[config.mk]
export PLATFORM = sky130hd
export DESIGN_NAME = sadc_ctrl
export DESIGN_NICKNAME = d
export VERILOG_FILES = /design/src/rtl/sadc_pkg.sv /design/src/rtl/sadc_sync.sv /design/src/rtl/sadc_frame.sv /design/src/rtl/sadc_conv.sv /design/src/rtl/sadc_ctrl.sv
export SDC_FILE = /design/constraint.sdc
export NUM_CORES = 1
export LEC_CHECK = 0
export BUFFER_PORTS_ARGS = -buffer_cell sky130_fd_sc_hd__clkbuf_2
export CORE_MARGIN = 1.5
export CORE_UTILIZATION = 40
export CTS_CLUSTER_DIAMETER = 100
export CTS_CLUSTER_SIZE = 14
export DETAILED_ROUTE_END_ITERATION = 7
export GPL_ROUTABILITY_DRIVEN = 0
export PLACE_DENSITY = 0.55
export SETUP_SLACK_MARGIN = 0.02
export SKIP_LAST_GASP = 1
export SYNTH_ARGS = -nofsm -noshare
export SYNTH_HDL_FRONTEND = slang
export SYNTH_SLANG_ARGS = --single-unit
[constraint.sdc]
create_clock -name clk_i -period 2.1 [get_ports clk_i]
set_clock_uncertainty 0.2 [all_clocks]
set_input_delay 0.21 -clock clk_i [delete_from_list [all_inputs] [get_ports clk_i]]
set_output_delay 0.21 -clock clk_i [all_outputs]
set_load 0.01 [all_outputs]
[src/rtl/sadc_pkg.sv]
package sadc_pkg;
  localparam int unsigned RES_W    = 12;
  localparam int unsigned SEQ_W    = 16;
  localparam int unsigned SHORT_W  = 8;
  localparam int unsigned CMD_W    = 8;
  localparam int unsigned ADDR_W   = 4;
  localparam int unsigned SRC_LAST = 13;

  typedef enum logic [1:0] {
    LEN_12A = 2'b00,
    LEN_8   = 2'b01,
    LEN_12B = 2'b10,
    LEN_16  = 2'b11
  } len_e;

  typedef struct packed {
    logic [ADDR_W-1:0] addr;
    len_e              len;
    logic              lsb_first;
    logic              bipolar;
  } cmd_t;

  function automatic logic [4:0] frame_bits(len_e l);
    case (l)
      LEN_8:   return 5'(SHORT_W);
      LEN_16:  return 5'(SEQ_W);
      default: return 5'(RES_W);
    endcase
  endfunction

  // seq[k] is the k-th bit put on the serial line
  function automatic logic [SEQ_W-1:0] build_seq(logic [RES_W-1:0] r, cmd_t c);
    logic [RES_W-1:0] v;
    logic [SEQ_W-1:0] s;
    v = r;
    s = '0;
    if (c.bipolar) v[RES_W-1] = ~v[RES_W-1];
    for (int k = 0; k < SEQ_W; k++) begin
      if (c.len == LEN_8) begin
        if (k < SHORT_W) s[k] = c.lsb_first ? v[RES_W-SHORT_W+k] : v[RES_W-1-k];
      end else if (k < RES_W) begin
        s[k] = c.lsb_first ? v[k] : v[RES_W-1-k];
      end
    end
    return s;
  endfunction
endpackage

[src/rtl/sadc_sync.sv]
module sadc_sync #(
  parameter int unsigned W       = 1,
  parameter int unsigned STAGES  = 2,
  parameter logic [W-1:0] RST_VAL = '0
) (
  input  logic         clk_i,
  input  logic         rst_ni,
  input  logic [W-1:0] d_i,
  output logic [W-1:0] q_o
);
  logic [W-1:0] stg_q [STAGES];

  always_ff @(posedge clk_i or negedge rst_ni) begin
    if (!rst_ni) begin
      for (int s = 0; s < STAGES; s++) stg_q[s] <= RST_VAL;
    end else begin
      stg_q[0] <= d_i;
      for (int s = 1; s < STAGES; s++) stg_q[s] <= stg_q[s-1];
    end
  end

  assign q_o = stg_q[STAGES-1];
endmodule

[src/rtl/sadc_frame.sv]
module sadc_frame
  import sadc_pkg::*;
(
  input  logic              clk_i,
  input  logic              rst_ni,
  input  logic              cs_n_s_i,
  input  logic              sclk_s_i,
  input  logic              sdi_s_i,
  input  logic [SEQ_W-1:0]  seq_i,
  output logic              sdo_o,
  output logic              sdo_en_o,
  output logic              sample_o,
  output logic              launch_o,
  output logic [ADDR_W-1:0] addr_o,
  output cmd_t              cmd_o
);
  localparam int unsigned CNT_W = $clog2(SEQ_W + 1);
  localparam int unsigned IDX_W = $clog2(SEQ_W);
  localparam logic [CNT_W-1:0] CMD_N     = CNT_W'(CMD_W);
  localparam logic [CNT_W-1:0] SEQ_N     = CNT_W'(SEQ_W);
  localparam logic [CNT_W-1:0] ADDR_EDGE = CNT_W'(ADDR_W - 1);
  localparam logic [CNT_W-1:0] CMD_EDGE  = CNT_W'(CMD_W - 1);
  localparam logic [ADDR_W-1:0] SRC_MAX  = ADDR_W'(SRC_LAST);

  logic cs_q, sclk_q, en_q, active_q, cmd_full_q, addr_ok_q, sample_q, launch_q;
  logic [CNT_W-1:0]  rise_cnt_q, fall_cnt_q;
  logic [CMD_W-1:0]  shift_q, shift_nxt;
  logic [ADDR_W-1:0] addr_q, addr_nxt;
  cmd_t              cmd_q;
  logic cs_fall, cs_rise, clk_rise, clk_fall, last_fall;

  assign cs_fall   = cs_q & ~cs_n_s_i;
  assign cs_rise   = ~cs_q & cs_n_s_i;
  assign clk_rise  = active_q & ~cs_n_s_i & sclk_s_i & ~sclk_q;
  assign clk_fall  = active_q & ~cs_n_s_i & ~sclk_s_i & sclk_q;
  assign shift_nxt = {shift_q[CMD_W-2:0], sdi_s_i};
  assign addr_nxt  = shift_nxt[ADDR_W-1:0];
  assign last_fall = clk_fall & cmd_full_q &
                     (CNT_W'(fall_cnt_q + 1'b1) == CNT_W'(frame_bits(cmd_q.len)));

  always_ff @(posedge clk_i or negedge rst_ni) begin
    if (!rst_ni) begin
      cs_q       <= 1'b1;
      sclk_q     <= 1'b0;
      en_q       <= 1'b0;
      active_q   <= 1'b0;
      cmd_full_q <= 1'b0;
      addr_ok_q  <= 1'b0;
      sample_q   <= 1'b0;
      launch_q   <= 1'b0;
      rise_cnt_q <= '0;
      fall_cnt_q <= '0;
      shift_q    <= '0;
      addr_q     <= '0;
      cmd_q      <= '0;
    end else begin
      cs_q     <= cs_n_s_i;
      sclk_q   <= sclk_s_i;
      launch_q <= 1'b0;
      if (cs_fall) begin
        en_q       <= 1'b1;
        active_q   <= 1'b1;
        rise_cnt_q <= '0;
        fall_cnt_q <= '0;
        shift_q    <= '0;
        cmd_full_q <= 1'b0;
        addr_ok_q  <= 1'b0;
        sample_q   <= 1'b0;
      end else if (cs_rise) begin
        en_q     <= 1'b0;
        active_q <= 1'b0;
        sample_q <= 1'b0;
      end else begin
        if (clk_rise && rise_cnt_q < CMD_N) begin
          shift_q    <= shift_nxt;
          rise_cnt_q <= rise_cnt_q + 1'b1;
          if (rise_cnt_q == ADDR_EDGE) begin
            addr_ok_q <= (addr_nxt <= SRC_MAX);
            if (addr_nxt <= SRC_MAX) addr_q <= addr_nxt;
          end
          if (rise_cnt_q == CMD_EDGE) begin
            cmd_q      <= cmd_t'(shift_nxt);
            cmd_full_q <= 1'b1;
          end
        end
        if (clk_fall) begin
          if (fall_cnt_q < SEQ_N) fall_cnt_q <= fall_cnt_q + 1'b1;
          if (fall_cnt_q == ADDR_EDGE && addr_ok_q) sample_q <= 1'b1;
          if (last_fall) begin
            sample_q <= 1'b0;
            active_q <= 1'b0;
            launch_q <= addr_ok_q;
          end
        end
      end
    end
  end

  assign sdo_en_o = en_q;
  assign sdo_o    = en_q & (fall_cnt_q < SEQ_N) & seq_i[fall_cnt_q[IDX_W-1:0]];
  assign sample_o = sample_q;
  assign launch_o = launch_q;
  assign addr_o   = addr_q;
  assign cmd_o    = cmd_q;

  a_r8_launch_ends_window: assert property (@(posedge clk_i) disable iff (!rst_ni)
    launch_o |-> $past(sample_q));
  a_r10_launch_legal_src: assert property (@(posedge clk_i) disable iff (!rst_ni)
    launch_o |-> (cmd_q.addr <= SRC_MAX));
  a_r2_idle_counters: assert property (@(posedge clk_i) disable iff (!rst_ni)
    (!en_q && !cs_fall) |=> $stable(rise_cnt_q));
  a_r3_addr_legal: assert property (@(posedge clk_i) disable iff (!rst_ni)
    addr_o <= SRC_MAX);
endmodule

[src/rtl/sadc_conv.sv]
module sadc_conv
  import sadc_pkg::*;
#(
  parameter int unsigned CONV_CYCLES = 400
) (
  input  logic             clk_i,
  input  logic             rst_ni,
  input  logic             launch_i,
  input  cmd_t             cmd_i,
  input  logic [RES_W-1:0] res_i,
  output logic             eoc_o,
  output logic [SEQ_W-1:0] seq_o
);
  localparam int unsigned CNT_W = $clog2(CONV_CYCLES + 1);

  logic [CNT_W-1:0] cnt_q;
  cmd_t             fmt_q;
  logic             eoc_q;
  logic [SEQ_W-1:0] seq_q;

  always_ff @(posedge clk_i or negedge rst_ni) begin
    if (!rst_ni) begin
      cnt_q <= '0;
      fmt_q <= '0;
      eoc_q <= 1'b1;
      seq_q <= '0;
    end else if (launch_i) begin
      cnt_q <= CNT_W'(CONV_CYCLES);
      fmt_q <= cmd_i;
      eoc_q <= 1'b0;
    end else if (cnt_q != '0) begin
      cnt_q <= cnt_q - 1'b1;
      if (cnt_q == CNT_W'(1)) begin
        eoc_q <= 1'b1;
        seq_q <= build_seq(res_i, fmt_q);
      end
    end
  end

  assign eoc_o = eoc_q;
  assign seq_o = seq_q;

  a_r9_eoc_drop_cause: assert property (@(posedge clk_i) disable iff (!rst_ni)
    $fell(eoc_o) |-> $past(launch_i));
  a_r9_busy_after_launch: assert property (@(posedge clk_i) disable iff (!rst_ni)
    launch_i |=> !eoc_o);
endmodule

[src/rtl/sadc_ctrl.sv]
module sadc_ctrl
  import sadc_pkg::*;
#(
  parameter int unsigned CONV_CYCLES = 400,
  parameter int unsigned SYNC_STAGES = 2
) (
  input  logic              clk_i,
  input  logic              rst_ni,
  input  logic              cs_ni,
  input  logic              sclk_i,
  input  logic              sdi_i,
  input  logic [RES_W-1:0]  res_i,
  output logic              sdo_o,
  output logic              sdo_en_o,
  output logic              eoc_o,
  output logic              sample_o,
  output logic [ADDR_W-1:0] addr_o
);
  logic [2:0]       pins_s;
  logic             launch;
  cmd_t             cmd;
  logic [SEQ_W-1:0] seq;

  sadc_sync #(.W(3), .STAGES(SYNC_STAGES), .RST_VAL(3'b100)) u_sync (
    .clk_i (clk_i),
    .rst_ni(rst_ni),
    .d_i   ({cs_ni, sclk_i, sdi_i}),
    .q_o   (pins_s)
  );

  sadc_frame u_frame (
    .clk_i   (clk_i),
    .rst_ni  (rst_ni),
    .cs_n_s_i(pins_s[2]),
    .sclk_s_i(pins_s[1]),
    .sdi_s_i (pins_s[0]),
    .seq_i   (seq),
    .sdo_o   (sdo_o),
    .sdo_en_o(sdo_en_o),
    .sample_o(sample_o),
    .launch_o(launch),
    .addr_o  (addr_o),
    .cmd_o   (cmd)
  );

  sadc_conv #(.CONV_CYCLES(CONV_CYCLES)) u_conv (
    .clk_i   (clk_i),
    .rst_ni  (rst_ni),
    .launch_i(launch),
    .cmd_i   (cmd),
    .res_i   (res_i),
    .eoc_o   (eoc_o),
    .seq_o   (seq)
  );

  a_r2_quiet_when_off: assert property (@(posedge clk_i) disable iff (!rst_ni)
    !sdo_en_o |-> !sdo_o);
endmodule

# Word-level counts from Yosys, hierarchy flattened
# Index checks and enable logic that the tools add are counted.
dict set report totals {
  register_bits 61
  latchBits 0
  mem_bits_rw 0
  mem_bits_ro 0
  input_bits 17
  output_inout_bits 8
  elab_cells 156
  n_memories 0
}
dict set report classes {
  add_sub_neg 3
  n_mul 0
  n_div 0
  n_lt_le_gt_ge 4
  eq_ne 9
  shift 0
  muxes 74
  bitwise_logic 19
  reduce_logical 24
}
# cell n
set op_table {}
lappend op_table {{2-to-1 mux 1 bit} 60}
lappend op_table {{2-to-1 mux 5 bit} 7}
lappend op_table {{2-to-1 mux 9 bit} 2}
lappend op_table {{nonzero test 2 bit} 8}
lappend op_table {{AND reduction 3 bit} 4}
lappend op_table {{bitwise AND 1 bit} 11}
lappend op_table {{adder 5 x 1 -> 5 bit, second input constant} 2}
lappend op_table {{equality test 5 x 2 -> 1 bit, second input constant} 2}
lappend op_table {{case mux 5 bit (2 select lines)} 1}
lappend op_table {{equality test 9 x 1 -> 1 bit, second input constant} 1}
lappend op_table {{2-to-1 mux 3 bit} 3}
lappend op_table {{nonzero test 9 bit} 1}
lappend op_table {{subtractor 9 x 1 -> 9 bit, second input constant} 1}
lappend op_table {{inverter 1 bit} 8}
lappend op_table {{AND reduction 2 bit} 4}
lappend op_table {{nonzero test 3 bit} 2}
lappend op_table {{equality test 5 x 3 -> 1 bit, second input constant} 1}
lappend op_table {{equality test 5 bit} 1}
lappend op_table {{less-than comparator 4 x 5 -> 1 bit, second input constant} 1}
lappend op_table {{less-than comparator 5 x 4 -> 1 bit, second input constant} 1}
lappend op_table {{less-than comparator 5 bit, second input constant} 1}
lappend op_table {{AND reduction 5 bit} 1}
lappend op_table {{binary-select mux 1 bit (select 4 bit)} 1}
lappend op_table {{equality test 2 x 1 -> 1 bit, second input constant} 2}
lappend op_table {{other kinds (6)} 7}

# Logic depth before layout (Yosys ltp)
dict set report logic_depth {
  ltp_word 10
  ltp_mapped 9
  ltp_nobuf 7
}

# Hierarchy
# From an unflattened synthesis, not the netlist that was laid out.
dict set report unflattened {
  hier_cells 312
  hier_area_um2 3500.9
}
# module n_inst cells_per_inst area_each_um2 seq_area_each_um2
set modules_own_cells {}
lappend modules_own_cells {sadc_frame 1 158 1914.3 927.1}
lappend modules_own_cells {sadc_conv 1 145 1411.4 651.9}
lappend modules_own_cells {sadc_sync 1 9 175.2 152.6}

# Least setup slack after synthesis
# OpenSTA, ideal clock, no wires.
dict set report synth_timing {
  path_type {flip-flop to flip-flop}
  startpoint {reg u_frame.fall_cnt_q[1]}
  endpoint {reg u_frame.launch_q (netlist: u_frame.launch_o)}
  setup_time_ps 67
  t_arrival_ps 1878
  t_required_ps 1833
  setup_slack_ps -45
  stages_incl_launch_ff 7
  n_path_buf 0
  synth_period_minus_slack_ps 2145
  path_cell_list {dfrtp_1 -> ha_1 -> nand3_1 -> xor2_1 -> or3_4 -> a2111oi_4 -> and3_1}
}
dict set report synth_via {
  elab_chain_len 7
}
# element line
set synth_rtl {}
lappend synth_rtl {{start: declaration} sadc_frame.sv:26} ;# logic [CNT_W-1:0] rise_cnt_q, fall_cnt_q;
lappend synth_rtl {{start signal: assignment} sadc_frame.sv:87} ;# if (fall_cnt_q < SEQ_N) fall_cnt_q <= fall_cnt_q + 1'b1;
lappend synth_rtl {{adder 5 x 1 -> 5 bit} sadc_frame.sv:39} ;# (CNT_W'(fall_cnt_q + 1'b1) == CNT_W'(frame_bits(cmd_q.len)));
lappend synth_rtl {{equality test 5 bit} sadc_frame.sv:39}
lappend synth_rtl {{bitwise AND 1 bit} sadc_frame.sv:38} ;# assign last_fall = clk_fall & cmd_full_q &
lappend synth_rtl {{2-to-1 mux 1 bit} sadc_frame.sv:89} ;# if (last_fall) begin
lappend synth_rtl {{2-to-1 mux 1 bit} sadc_frame.sv:86} ;# if (clk_fall) begin
lappend synth_rtl {{2-to-1 mux 1 bit} sadc_frame.sv:69} ;# end else if (cs_rise) begin
lappend synth_rtl {{2-to-1 mux 1 bit} sadc_frame.sv:60} ;# if (cs_fall) begin
lappend synth_rtl {{end signal: assignment} sadc_frame.sv:92} ;# launch_q <= addr_ok_q;
lappend synth_rtl {{end: declaration} sadc_frame.sv:25} ;# logic cs_q, sclk_q, en_q, active_q, cmd_full_q, addr_ok_q, sample_q, launch_q;
# Every way passes these cells.
# A chain may end at the register's enable or synchronous reset.

# Final worst setup path
dict set report layout_timing {
  startpoint {reg u_frame.fall_cnt_q[0]}
  endpoint {out sdo_o}
}
dict set report layout_via {
  elab_chain_len 3
  word_cells_on_any_way 5
  classes_between {1 x order compare; 2 x mux; 2 x bitwise}
}
# element line
set layout_rtl {}
lappend layout_rtl {{less-than comparator 5 bit or binary-select mux 1 bit (select 4 bit) (tied branches)} sadc_frame.sv:100} ;# assign sdo_o = en_q & (fall_cnt_q < SEQ_N) & seq_i[fall_cnt_q[IDX_W-1:0]];
lappend layout_rtl {{bitwise AND 1 bit or 2-to-1 mux 1 bit (tied branches)} sadc_frame.sv:100}
lappend layout_rtl {{bitwise AND 1 bit (*)} sadc_frame.sv:100}
lappend layout_rtl {{end: declaration} sadc_ctrl.sv:13} ;# output logic sdo_o,
# Every way passes the cells marked *; elsewhere a longest branch is shown, timed or not. The select of a mux whose other input is x is not followed.

==> impl_metrics.json <==
{
  "power_switching_mw": 0.7032,
  "yosysUniqueCellTypes": 48,
  "cts-root-buf": "clkbuf_8",
  "drc_errors": 0,
  "cts.clk_slew.worst_paths_ns": 0.07,
  "dpl-instance-area_um2": 3361,
  "reg2reg_slack_ns": 0.01,
  "first_global_vias": 2095,
  "p_seq_frac": 0.460,
  "synth.avg_cell_area_um2": 10.70,
  "power.density_nw_per_um2": 756.9,
  "met1_length_um": 3031,
  "syn_area_um2": 3029,
  "routedWlPerCell_um": 13.86,
  "reg2reg_to": "u_frame.launch_o$_DFF_PN0_",
  "synth_warnings": 0,
  "grt_overflow": 0,
  "pwr-share-comb": 0.123,
  "grt_pass1_wl_um": 10210,
  "yosysSeqAreaShare": 0.5056,
  "status": "finished with violations",
  "viasPerCell": 5.018,
  "crit_type": "register to primary output",
  "hp-class": "input port to register",
  "post-route-period-util": 1.063,
  "end_kind": "primary output",
  "initial_utilization": 0.4154,
  "grt_usage": 0.1603,
  "start_kind": "register",
  "die-width_um": 90.02,
  "min-delay-start": "res_i[5]",
  "wl_met2_um": 2679,
  "cts_tree": "yes",
  "hold_end": "u_conv.seq_o[6]$_DFFE_PN0P_",
  "crit_required_ns": 1.69,
  "num_antenna_cells": 0,
  "cp_data_arrival_time_ns": 1.82,
  "violations": "negative setup slack",
  "clkPwrFrac": 0.417,
  "period_minus_slack_ns": 2.233,
  "utilization": 0.5086,
  "power_mw": 2.807,
  "max_freq_mhz": 447.8,
  "fp.dieH_um": 90.02,
  "synth_top_area_cell": "dfrtp_1",
  "die-area_um2": 8104,
  "dp_hpwl_um": 4239,
  "rr_worst_depth": 7,
  "final_area_um2": 3709,
  "met3WireLength_um": 230,
  "yosys.area.top_type_share": 0.4709,
  "whs_path_depth": 3,
  "hold_violations": 0,
  "slew_headroom": 0.6739,
  "drt_iter0_drc": 95,
  "rsz0062_at_grt": "true",
  "firstDrtPassIters": 5,
  "synth_seq_cells": 61,
  "clk_path_buf_depth": 2,
  "antenna_found_initial": 0,
  "vias": 2183,
  "finalMaxSlewViolations": 0,
  "crit_fanout": 4,
  "coreArea_um2": 7292,
  "postRouteWirelength_um": 6030,
  "insertion_delay_ns": 0.33,
  "cts_buffers": 9,
  "htreeDepth": 3,
  "io_pins": 25,
  "syn2layout_area_growth_pct": 22.43,
  "numClockSinks": 61,
  "max_cap_viol_count": 0,
  "synthCells": 283,
  "port_buffers": 24,
  "ant_nets": 0,
  "worst_pin_slew_ns": 0.4891,
  "finalSetupViolations": 1,
  "power.internal_mw": 2.104,
  "layout_setup_ws_ns": -0.1329,
  "tns_ns": -0.1329,
  "swShare": 0.2505,
  "leakage_nw": 1.727,
  "grt_max_degree": 24,
  "syn-num-nets": 307,
  "routed.top_layer": "met4",
  "layout-drive-gt1-share": 0.2798,
  "nFillCells": 691,
  "synth_area_leaders": "dfrtp_1 (47%), mux2_2 (5.9%), nand2_1 (4.6%), o21ai_0 (4.1%), mux2i_1 (4.0%)",
  "vdd_drop_max_mv": 0.3756,
  "fin_nets": 355,
  "rows": 31,
  "r2r-start": "u_frame.fall_cnt_q[0]$_DFFE_PN0P_"
}
-- registers in the layout, indices dropped and copies added (netlist names), 4 cells and up --
name / flops
u_frame.addr_o: 4
u_conv.fmt_q: 4
u_conv.cnt_q: 9
u_frame.cmd_o: 4
u_frame.fall_cnt_q: 5
u_frame.rise_cnt_q: 5
u_conv.seq_o: 12
-- routing by layer --
| layer | vias up | GRT usage |
|---|---|---|
| met5 | - | 0 |
| met4 | 0 | 0.06614 |
| met3 | 6 | 0.05668 |
| met2 | 43 | 0.2336 |
| met1 | 1045 | 0.2161 |
| li1 | 1089 | - |
-- cells in the final DEF, fill, tap and decap left out, types with 3 or more instances in the layout --
| master | netlist | final |
|---|---|---|
| dfrtp_1 | 57 | 56 |
| nand2_1 | 37 | 37 |
| o21ai_0 | 25 | 25 |
| clkbuf_2 | 0 | 24 |
| nor2_1 | 22 | 21 |
| buf_4 | 1 | 18 |
| mux2_2 | 16 | 16 |
| mux2i_1 | 12 | 12 |
| clkbuf_8 | 0 | 10 |
| a21oi_1 | 9 | 9 |
| xnor2_1 | 8 | 8 |
| dlygate4sd3_1 | 0 | 8 |
| inv_1 | 7 | 7 |
| ha_1 | 7 | 6 |
| nand2b_1 | 5 | 5 |
| a21o_1 | 5 | 5 |
| o31ai_1 | 4 | 4 |
| a22oi_1 | 4 | 4 |
| nand3b_1 | 4 | 4 |
| dfstp_2 | 4 | 4 |
| mux4_2 | 3 | 3 |
| a31oi_1 | 3 | 3 |
| nand3_1 | 4 | 3 |
-- what timing repair did --
item	CTS	global route
endpoints found under the setup margin	2	11
buffers inserted	2	1
endpoints found under the hold margin	24	0
resized for setup	3	1
hold buffers	8	0
pin swaps	2	2
-- worst max path at each step --
stage | cells after the start | startpoint | to | slack [ns]
floorplan | 6 | u_frame.fall_cnt_q[1]$_DFFE_PN0P_ | u_frame.launch_o$_DFF_PN0_ | 0.04
global placement | 6 | u_frame.fall_cnt_q[0]$_DFFE_PN0P_ | u_frame.launch_o$_DFF_PN0_ | 0.08
detailed placement | 6 | u_frame.fall_cnt_q[0]$_DFFE_PN0P_ | u_frame.launch_o$_DFF_PN0_ | 0.05
CTS | 7 | u_frame.fall_cnt_q[0]$_DFFE_PN0P_ | sdo_o | -0.15
global route | 7 | u_frame.fall_cnt_q[0]$_DFFE_PN0P_ | sdo_o | -0.26
finish | 7 | u_frame.fall_cnt_q[0]$_DFFE_PN0P_ | sdo_o | -0.13
-- critical path, stage by stage (launching register included) --
cell	delay [ns]
dfrtp_1	0.37
buf_6	0.13
mux4_2	0.49
nand2_1	0.08
a21oi_1	0.06
a31oi_1	0.16
nor3b_1	0.07
clkbuf_2	0.13
-- through the flow --
| step | setup slack [ns] | std cells | hold slack (ns) |
|---|---|---|---|
| 3_5_place_dp | 0.04517 | 408 | -0.001260 |
| 4_1_cts | -0.1450 | 434 | 0.001467 |
| 2_1_floorplan | 0.03606 | 283 | -0.2856 |
| 5_1_grt | -0.2586 | 435 | 0.03859 |
| 6_report | -0.1329 | 435 | 0.02047 |
| 3_3_place_gp | 0.08017 | 408 | -0.004240 |
-- cells in the mapped netlist (all sizes together) --
master	instances
nor2	22
mux4	3
nand3	5
inv	7
mux2	16
a31oi	3
a2111oi	2
nand2	37
a22oi	4
o21bai	1
a21boi	1
dfrtp	57
clkbuf	10
a211oi	1
o211a	1
mux2i	12
nor2b	2
a311oi	1
or2	2
o31ai	4
a41oi	1
a21oi	9
buf	6
nor4	1
xor2	1
a22o	1
nand3b	4
dfstp	4
or4	1
ha	7
nand4	2
nand2b	5
nor3b	2
and2	1
a21o	5
o21ai	25
or3	2
nor4b	1
xnor2	8
and3	2
nor3	2
and4bb	1
nand4bb	1
-- area by class of cell --
type | instances | area (um2) | share of cell area
tap | 99 | 123.9 | 0.03340
clock inverter | 6 | 86.33 | 0.02328
multi-input combinational | 199 | 1415 | 0.3816
timing repair buffer | 53 | 386.6 | 0.1043
inverter | 7 | 26.28 | 0.007085
clock buffer | 10 | 137.6 | 0.03711
sequential | 61 | 1533 | 0.4133
-- cell families after synthesis --
kind of cell | after synthesis | synth area share
compound gates | 59 | 0.1281
xor+xnor | 9 | 0.02602
fa+ha+maj | 7 | 0.02891
buf+inv | 23 | 0.03387
flops | 61 | 0.5056
mux | 31 | 0.1214
simple gates | 93 | 0.1561
-- power by group through the flow --
stage	Clock [mW]	Combinational (mW)	Sequential [mW]
6_report	1.17	0.346	1.29
3_3_place_gp	0	0.309	1.31
4_1_cts	1.20	0.348	1.29
2_1_floorplan	0	0.180	1.31
5_1_grt	1.25	0.392	1.30
3_5_place_dp	0	0.312	1.31
(Power assumes the default switching activity.)
